$ cat src/rtl/pulse_adjust_pkg.sv
package pulse_adjust_pkg;
  typedef enum logic [1:0] {
    ACT_NORMAL = 2'd0,
    ACT_ADD    = 2'd1,
    ACT_DROP   = 2'd2,
    ACT_CANCEL = 2'd3
  } slot_action_t;
endpackage

$ cat src/rtl/pend_flag.sv
module pend_flag (
  input  logic clk,
  input  logic rst,
  input  logic set_i,
  input  logic clr_i,
  output logic flag_o
);
  always_ff @(posedge clk) begin
    if (rst)        flag_o <= 1'b0;
    else if (set_i) flag_o <= 1'b1;
    else if (clr_i) flag_o <= 1'b0;
  end
endmodule

$ cat src/rtl/slot_ctrl.sv
module slot_ctrl
  import pulse_adjust_pkg::*;
(
  input  logic clk,
  input  logic rst,
  input  logic stb_i,
  input  logic carry_pend_i,
  input  logic borrow_pend_i,
  output logic emit_o,
  output logic clr_carry_o,
  output logic clr_borrow_o,
  output logic odd_slot_o,
  output logic armed_o
);
  slot_action_t act;

  always_comb begin
    unique case ({carry_pend_i, borrow_pend_i})
      2'b10:   act = ACT_ADD;
      2'b01:   act = ACT_DROP;
      2'b11:   act = ACT_CANCEL;
      default: act = ACT_NORMAL;
    endcase
  end

  always_comb begin
    emit_o       = 1'b0;
    clr_carry_o  = 1'b0;
    clr_borrow_o = 1'b0;
    if (stb_i) begin
      if (odd_slot_o) begin
        emit_o = armed_o;
      end else begin
        emit_o       = (act != ACT_DROP);
        clr_carry_o  = (act == ACT_ADD) || (act == ACT_CANCEL);
        clr_borrow_o = (act == ACT_DROP) || (act == ACT_CANCEL);
      end
    end
  end

  always_ff @(posedge clk) begin
    if (rst) begin
      odd_slot_o <= 1'b0;
      armed_o    <= 1'b0;
    end else if (stb_i) begin
      odd_slot_o <= ~odd_slot_o;
      armed_o    <= ~odd_slot_o && (act == ACT_ADD);
    end
  end
endmodule

$ cat src/rtl/pulse_adjust_div.sv
module pulse_adjust_div (
  input  logic clk,
  input  logic rst,
  input  logic idclk_stb,
  input  logic carry_req,
  input  logic borrow_req,
  output logic div_out
);
  logic carry_pend, borrow_pend;
  logic clr_carry, clr_borrow;
  logic emit, odd_slot, armed;

  pend_flag u_carry (
    .clk(clk), .rst(rst), .set_i(carry_req), .clr_i(clr_carry), .flag_o(carry_pend)
  );
  pend_flag u_borrow (
    .clk(clk), .rst(rst), .set_i(borrow_req), .clr_i(clr_borrow), .flag_o(borrow_pend)
  );

  slot_ctrl u_ctrl (
    .clk(clk), .rst(rst), .stb_i(idclk_stb),
    .carry_pend_i(carry_pend), .borrow_pend_i(borrow_pend),
    .emit_o(emit), .clr_carry_o(clr_carry), .clr_borrow_o(clr_borrow),
    .odd_slot_o(odd_slot), .armed_o(armed)
  );

  always_ff @(posedge clk) begin
    if (rst) div_out <= 1'b0;
    else     div_out <= emit;
  end
endmodule

$ cat config.mk
export PLATFORM = sky130hd
export DESIGN_NAME = pulse_adjust_div
export DESIGN_NICKNAME = d
export VERILOG_FILES = /design/src/rtl/pulse_adjust_pkg.sv /design/src/rtl/pend_flag.sv /design/src/rtl/slot_ctrl.sv /design/src/rtl/pulse_adjust_div.sv
export SDC_FILE = /design/constraint.sdc
export NUM_CORES = 1
export LEC_CHECK = 0
export BUFFER_PORTS_ARGS = -buffer_cell sky130_fd_sc_hd__buf_2
export CAP_MARGIN = 10
export CORE_AREA = 2 2 39 41
export CTS_CLUSTER_SIZE = 12
export DETAILED_ROUTE_END_ITERATION = 16
export DIE_AREA = 0 0 41 43
export GPL_TIMING_DRIVEN = 0
export PLACE_DENSITY_LB_ADDON = 0.1
export SLEW_MARGIN = 20
export SYNTH_ARGS = -nofsm -noshare
export SYNTH_HDL_FRONTEND = slang
export SYNTH_SLANG_ARGS = --single-unit
$ cat constraint.sdc
create_clock -name clk -period 1 [get_ports clk]
set_clock_uncertainty 0.15 [all_clocks]
set_input_delay 0.15 -clock clk [delete_from_list [all_inputs] [get_ports clk]]
set_output_delay 0.15 -clock clk [all_outputs]
set_load 0.02 [all_outputs]
* After elaboration in Yosys (flattened, before gate mapping) *
Cells that the tools add are included.

cells by class
  mux-type cells = 10
  reduce and logical (&&, ||, !) cells = 6
  shift-type cells = 0
  bitwise operators = 2
  multiply operators = 0
  eq/ne operators = 7
  magnitude comparators = 0
  div/mod/pow operators = 0
  $add $sub $neg = 0

operators by type and width
  operator                                                         number
  1-bit 2-to-1 mux                                                 9
  2-bit == test, second input constant                             4
  2-bit one-hot mux with 3 select lines                            1
  2-bit by 1-bit == test with 1-bit output, second input constant  2
  2-bit nonzero test                                               2
  1-bit logical OR                                                 2
  2-bit != test, second input constant                             1
  1-bit inverter                                                   2
  2-bit OR reduction                                               1
  1-bit logical AND                                                1

storage, ports and cells
  RAM bits = 0
  memories = 0
  register bits after elaboration = 5
  ROM bits = 0
  word-level logic and storage cells = 30
  input bits = 5
  output and inout bits = 1
  latch bits = 0

* Longest topological paths before layout *
Gate-level depths: netlist (run 1).

  word-level depth = 8
  gate-level depth with buffers = 3
  depth with buffers taken out = 3

* By module *
From an unflattened synthesis (run 1), not the netlist that was laid out.

second synthesis, totals
  cell total of the unflattened synthesis = 22
  area total of the unflattened synthesis = 224.0 sq um

by module, submodules not included
  module            area an instance (sq um)  sequential area each (sq um)  instances  cells an instance
  slot_ctrl         112.6                     40.0                          1          12
  pend_flag         38.8                      20.0                          2          4
  pulse_adjust_div  33.8                      20.0                          1          2

* Worst setup path after synthesis (run 1) *
Ideal clock, no wire load.

  kind = flip-flop to flip-flop
  start = register u_ctrl.odd_slot_o
  end = register u_borrow.flag_o
  library setup time = 0.114 ns
  required time = 0.736 ns
  arrival time = 0.625 ns
  cell stages (with the launch flop) = 4
  path buffers = 0
  setup slack = 0.111 ns
  clock period less this slack = 0.889 ns
  path through = dfxtp_1 > nand2b_4 > a21oi_1 > nor2_1

on the way
  longest elaborated chain between the ends = 3

ends and longest elaborated chain
  what                                 RTL line         RTL
  start: declaration                   slot_ctrl.sv:12  output logic odd_slot_o,
  start signal: assignment             slot_ctrl.sv:46  odd_slot_o <= ~odd_slot_o;
  1-bit 2-to-1 mux                     slot_ctrl.sv:31  if (odd_slot_o) begin
  1-bit 2-to-1 mux                     slot_ctrl.sv:30  if (stb_i) begin
  2-bit nonzero test (no source line)  -
  end signal: assignment               pend_flag.sv:9   if (rst) flag_o <= 1'b0;
  end signal: assignment               pend_flag.sv:10  else if (set_i) flag_o <= 1'b1;
  end signal: assignment               pend_flag.sv:11  else if (clr_i) flag_o <= 1'b0;
  end: declaration                     pend_flag.sv:6   output logic flag_o

No other way between the ends.
A chain may end at the register's enable or synchronous reset.

* Final worst setup path (run 1) *
  start = input borrow_req
  end = register u_borrow.flag_o

on the way
  longest elaborated chain between the ends = 1
  elaborated cells between the ends (all ways) = 2
  those cells by class = mux: 1; reduce/logical: 1

ends and longest elaborated chain
  what                                                    RTL line               RTL
  start: declaration                                      pulse_adjust_div.sv:6  input logic borrow_req,
  1-bit 2-to-1 mux or 2-bit nonzero test (tied branches)  -

Several ways; a longest one is shown, not always the timed one.

==> flow_summary_export.csv, run 1 <==
group,metric,value,unit
status,status,"finished, violations left",
status,violations,"negative hold slack",
yosys,syn_avg_cell_area,10.5,um2
yosys,synth_compound_area_share,10.1,%
yosys,synth_nets,24,
drt,drtIter0Drc,0,
setup_path,cp.arrival,0.96,ns
yosys,ys_seq_area_share,50.3,%
yosys,yosys_warnings,0,
cts,numCtsBuffers,3,
sta,worst_pin_slew,0.239,ns
drt,vias,178,
global_route,grt_pass1_wl,565,um
drt,ant_nets,0,
global_route,antenna_found_initial,0,
cts,clock_latency,0.24,ns
drt,vias_per_cell,3.71,
yosys,netlist.area_leader.share,50.3,%
cts,cts_max_path_buffers,2,
setup_path,cp-end-kind,"flop",
yosys,synth_top_family_by_area,"simple AND/OR/NAND/NOR gates",
layout,drive_above_1_share,37.5,%
floorplan,io_pins,6,
floorplan,die_x,41,um
placed_design,post-place-ws,0.0425,ns
drt,post_drt_wl_per_cell,7.92,um
setup_path,path_max_fanout,1,
floorplan,rows,14,
cts,cts_max_level,1,
sta,finalHoldWorstSlack,-0.0251,ns
yosys,synth_top_cell_by_area,"dfxtp_1",
drt,dr.pass1.iters,1,
sta,setup_viol,0,
placed_design,io_buffers,5,
layout,syn2layout_area_growth,57.9,%
sta,fin_crit,0.979,ns
global_route,grt_max_degree,6,
power_and_ir_drop,irDropWorstVdd,624,uV
min_path,hold_class,"in -> reg",
floorplan,core,1380,um2
yosys,synth-seq-cells,5,
power_and_ir_drop,power.density,1650,nW/um2
yosys,ys_top_cells_by_area,"dfxtp_1 (50%), a21oi_1 (10%), nor4b_2 (7.5%)",
floorplan,die_y,43,um
yosys,synthDistinctLibCells,9,
cts,clk_pin_slew,0.04,ns
cts,clock_sinks,5,
global_route,grtUsageTotal,5.72,%
power_and_ir_drop,finalPower,518,uW
global_route,grt_remaining_overflow,0,
yosys,synth_fa_ha_area_share,0,%
sta,setup_ws,0.0206,ns
cts,post-cts-setup-buffer-count,0,
placed_design,dp.cells,40,
sta,hold_viol,2,
setup_path,worstSetupPathType,"in -> reg",
layout,n_antenna_cell,0,
yosys,syn_area,199,um2
floorplan,initial_core_util,14.4,%
yosys,synthCells,19,
global_route,grt_pass1_vias,136,
placed_design,place_congestion,0.681,
yosys,synthMuxAreaShare,0,%
run,max_cap_viol_count,0,
sta,slew_headroom,84.0,%
setup_path,crit_required,0.98,ns
sta,maxSlewViolCount,0,
sta,post-route-period-util,97.9,%
layout,stdcell_count,48,
power_and_ir_drop,leakage,0.126,nW
setup_path,crit_path_start_kind,"primary input",
yosys,synth-simple-area-share,39.6,%
layout,final_net_count,38,
yosys,synth_xor_area_share,0,%
cts,cts_tree,"built",
drt,drt_wl_total,380,um
floorplan,fp.dieArea,1760,um2
sta,clock.fmax,1020,MHz
drt,drc_errors,0,
cts,clockRootBuffer,"clkbuf_4",
## layout by cell type (no fill, tap or decap), drive strengths merged
cell	count
a21oi	4
buf	5
clkbuf	4
dfxtp	5
dlygate4sd3	4
nand2b	3
nand3	1
nor2	3
nor2b	1
nor3b	1
nor4b	1
## state kept, by name, indices dropped and copies added (netlist names)
register,cells
u_ctrl.odd_slot_o,1
u_carry.flag_o,1
u_ctrl.armed_o,1
u_borrow.flag_o,1
div_out,1
## kinds of logic after synthesis
| family | after synthesis |
|---|---|
| flops | 5 |
| compound gates | 4 |
| simple gates | 10 |
## worst max-delay path, stage by stage
cell	delay, ns
dlygate4sd3_1	0.52
buf_2	0.12
a21oi_1	0.11
nor2_1	0.06
## path summary, 6_finish.rpt
path | slack (ns) | depth (start not counted) | start | to
worst max-delay path | 0.02 | 4 | borrow_req | u_borrow.flag_o$_SDFFE_PP0P_
worst min-delay path | -0.03 | 2 | rst | u_carry.flag_o$_SDFFE_PP0P_
worst max register to register | 0.06 | 3 | u_ctrl.odd_slot_o$_SDFFE_PP0P_ | u_borrow.flag_o$_SDFFE_PP0P_
worst min register to register | 0.35 | 2 | u_ctrl.odd_slot_o$_SDFFE_PP0P_ | u_ctrl.odd_slot_o$_SDFFE_PP0P_
## synthesized netlist by cell type
library cell / number
a21oi_1: 4
dfxtp_1: 5
nand2b_1: 2
nand2b_4: 1
nand3_1: 1
nor2_1: 3
nor2b_4: 1
nor3b_1: 1
nor4b_2: 1
## where the power goes
part | switching, mW | internal, mW | total [mW]
sequential | 0.00985 | 0.214 | 0.224
clock | 0.0807 | 0.151 | 0.231
combinational | 0.0239 | 0.0392 | 0.0631
total | 0.114 | 0.404 | 0.518
## repair_timing
item | in CTS | in global routing
resized for setup | 1 | 1
hold buffers | 2 | 2
endpoints found under the hold margin | 5 | 1
endpoints found under the setup margin | 1 | 1
## stage by stage
| stage | hold slack (ns) | utilization [%] | setup TNS (ns) | cell area, um2 |
|---|---|---|---|---|
| after global routing | -0.0149 | 22.7 | -0.000156 | 314 |
| after floorplan | 0.0691 | - | 0 | 199 |
| after global placement | 0.211 | 17.6 | 0 | 244 |
| after detailed placement | 0.222 | 17.6 | 0 | 244 |
| after CTS | -0.0159 | 21.2 | 0 | 293 |
| final | -0.0251 | 22.7 | 0 | 314 |
## layout make-up
cell class              instances  area, um2
flip-flops and latches          5        101
multi-input cells              14       98.8
fillers                       153       1070
clock buffers                   4       26.3
repair buffers                  9       67.6
well taps                      16       20.0
## routing by layer
layer / part of all wire [%] / global-route usage (%)
met1: 34 / 5.13
met2: 52 / 6.88
met3: 8.7 / 2.09
met4: 5.0 / 10.0
met5: 0 / 0
Power figures use the tool's default switching activity.
==> run 2: changes to the inputs <==
--- a/config.mk
+++ b/config.mk
@@ -12,6 +12,7 @@
 export DETAILED_ROUTE_END_ITERATION = 16
 export DIE_AREA = 0 0 41 43
 export GPL_TIMING_DRIVEN = 0
+export HOLD_SLACK_MARGIN = 0.06
 export PLACE_DENSITY_LB_ADDON = 0.1
 export SLEW_MARGIN = 20
 export SYNTH_ARGS = -nofsm -noshare
==> constraint.sdc (replaced) <==
create_clock -name clk -period 1.1 [get_ports clk]
set_clock_uncertainty 0.15 [all_clocks]
set_input_delay 0.165 -clock clk [delete_from_list [all_inputs] [get_ports clk]]
set_output_delay 0.165 -clock clk [all_outputs]
set_load 0.02 [all_outputs]
==> flow_summary_export.csv, run 2 (synthesis gave the netlist of run 1 again) <==
group,metric,value,unit
status,status,"finished clean",
layout,post-route-cell-area,295,um2
placed_design,post-place-ws,0.142,ns
setup_path,crit_slowest_cell,"dlygate4sd3_1",
drt,vias_per_cell,3.67,
global_route,use_met2,6.88,%
sta,setup_ws,0.0651,ns
setup_path,path_max_fanout,5,
floorplan,rows,14,
global_route,antenna_found_initial,0,
sta,timing.setup.tns,0,ns
sta,maxSlewViolCount,0,
cts,cts_tree,"built",
cts,cts_max_path_buffers,2,
setup_path,slowest_delay,0.62,ns
sta,post-route-period-util,94.1,%
drt,drc_errors,0,
floorplan,fp.dieArea,1760,um2
floorplan,die_x,41,um
setup_path,worstSetupPathType,"in -> reg",
setup_path,cp-end-kind,"flop",
global_route,grt_pass1_vias,137,
layout,drive_above_1_share,33.3,%
placed_design,io_buffers,5,
layout,final_net_count,36,
drt,vias,169,
sta,setup_viol,0,
setup_path,crit_path_start_kind,"primary input",
global_route,use_met3,2.09,%
drt,dr.pass1.iters,1,
sta,finalHoldWorstSlack,0.0781,ns
power_and_ir_drop,leakage,0.118,nW
cts,cts-resized-gates,0,
cts,numCtsBuffers,3,
drt,drtIter0Drc,0,
cts,cts_max_level,1,
power_and_ir_drop,switchingPower,102,uW
setup_path,crit_family,"buffers and inverters",
setup_path,path_buf_inv,1,
sta,hold_viol,0,
drt,drt_wl_total,361,um
sta,fin_crit,1.03,ns
placed_design,post_dp_cell_area,244,um2
setup_path,cp_num_cells,2,
sta,grt_setup_unrepaired,"false",
floorplan,initial_core_util,14.4,%
sta,slew_headroom,84.0,%
cts,clock_latency,0.24,ns
sta,worst_pin_slew,0.240,ns
floorplan,die_y,43,um
layout,n_antenna_cell,0,
global_route,grt_max_degree,6,
setup_path,path_cells,"dlygate4sd3_1, nor4b_2",
global_route,busiest_layer,"met4",
cts,post-cts-setup-buffer-count,0,
floorplan,core,1380,um2
run,max_cap_viol_count,0,
sta,clock.fmax,966,MHz
cts,clock_sinks,5,
power_and_ir_drop,irDropWorstVdd,587,uV
drt,ant_nets,0,
min_path,hold_depth,3,
power_and_ir_drop,power.density,1570,nW/um2
layout,mostFrequentLayoutCells,"dfxtp_1 (5), a21oi_1 (4), buf_2 (4)",
min_path,hold_class,"in -> reg",
power_and_ir_drop,p_int,361,uW
global_route,grt.met1_usage,5.13,%
power_and_ir_drop,seqPwrFrac,43.7,%
power_and_ir_drop,p_clk_share,45.3,%
power_and_ir_drop,power_frac_comb,11.0,%
placed_design,place_congestion,0.681,
global_route,grtUsageTotal,5.72,%
layout,syn2layout_area_growth,48.4,%
cts,clockRootBuffer,"clkbuf_4",
drt,post_drt_wl_per_cell,7.85,um
power_and_ir_drop,p_sw_share,22.1,%
global_route,grt_pass1_wl,565,um
layout,layout_commonest_cell,"dfxtp_1",
setup_path,rr_worst_depth,2,
global_route,grt_remaining_overflow,0,
cts,clk_pin_slew,0.04,ns
setup_path,cp.arrival,1.04,ns
floorplan,io_pins,6,
setup_path,crit_required,1.10,ns
-- run 2: cell count changes in the layout (fill, tap and decap cells not counted), sizes merged --
cell,previous run,this run
dlygate4sd3,4,3
buf,5,4
-- run 2: area by class of cell --
cell class	instances	area [um2]
flip-flops and latches	5	100
clock buffers	4	26.3
fillers	156	1090
multi-input cells	14	98.8
repair buffers	7	50.0
well taps	16	20.0
-- run 2: power groups by stage --
stage | clock network (mW) | registers (mW) | logic, mW
global route | 0.228 | 0.204 | 0.0565
CTS | 0.223 | 0.203 | 0.0539
floorplan | 0 | 0.207 | 0.0263
detailed placement | 0 | 0.206 | 0.0461
global placement | 0 | 0.206 | 0.0455
finish | 0.210 | 0.203 | 0.0512
-- run 2: repair_timing --
item	CTS	global route
endpoints found under the setup margin	0	1
hold endpoints to repair	5	0
hold buffers	3	0
-- run 2: worst paths after layout --
check / slack [ns] / startpoint / to
max reg2reg: 0.14 / u_ctrl.odd_slot_o$_SDFFE_PP0P_ / div_out$_SDFF_PP0_
min: 0.08 / idclk_stb / u_ctrl.armed_o$_SDFFE_PP0P_
min reg2reg: 0.34 / u_carry.flag_o$_SDFFE_PP0P_ / u_ctrl.armed_o$_SDFFE_PP0P_
max: 0.07 / rst / div_out$_SDFF_PP0_
-- run 2: through the flow --
| stage | power (mW) | utilization [%] | instances |
|---|---|---|---|
| global route | 0.488 | 21.3 | 46 |
| detailed placement | 0.252 | 17.6 | 40 |
| CTS | 0.480 | 21.7 | 47 |
| floorplan | 0.233 | - | 19 |
| global placement | 0.251 | 17.6 | 40 |
| finish | 0.464 | 21.3 | 46 |
-- run 2: tightest hold or removal path: stages --
cell and delay [ns]:
buf_2 0.13, nand3_1 0.07, a21oi_1 0.05
-- run 2: metal layers --
| layer | share of wire (%) | routed length, um |
|---|---|---|
| met4 | 4.4 | 16 |
| met5 | 0 | 0 |
| met2 | 49 | 178 |
| met1 | 37 | 134 |
| met3 | 8.6 | 31 |
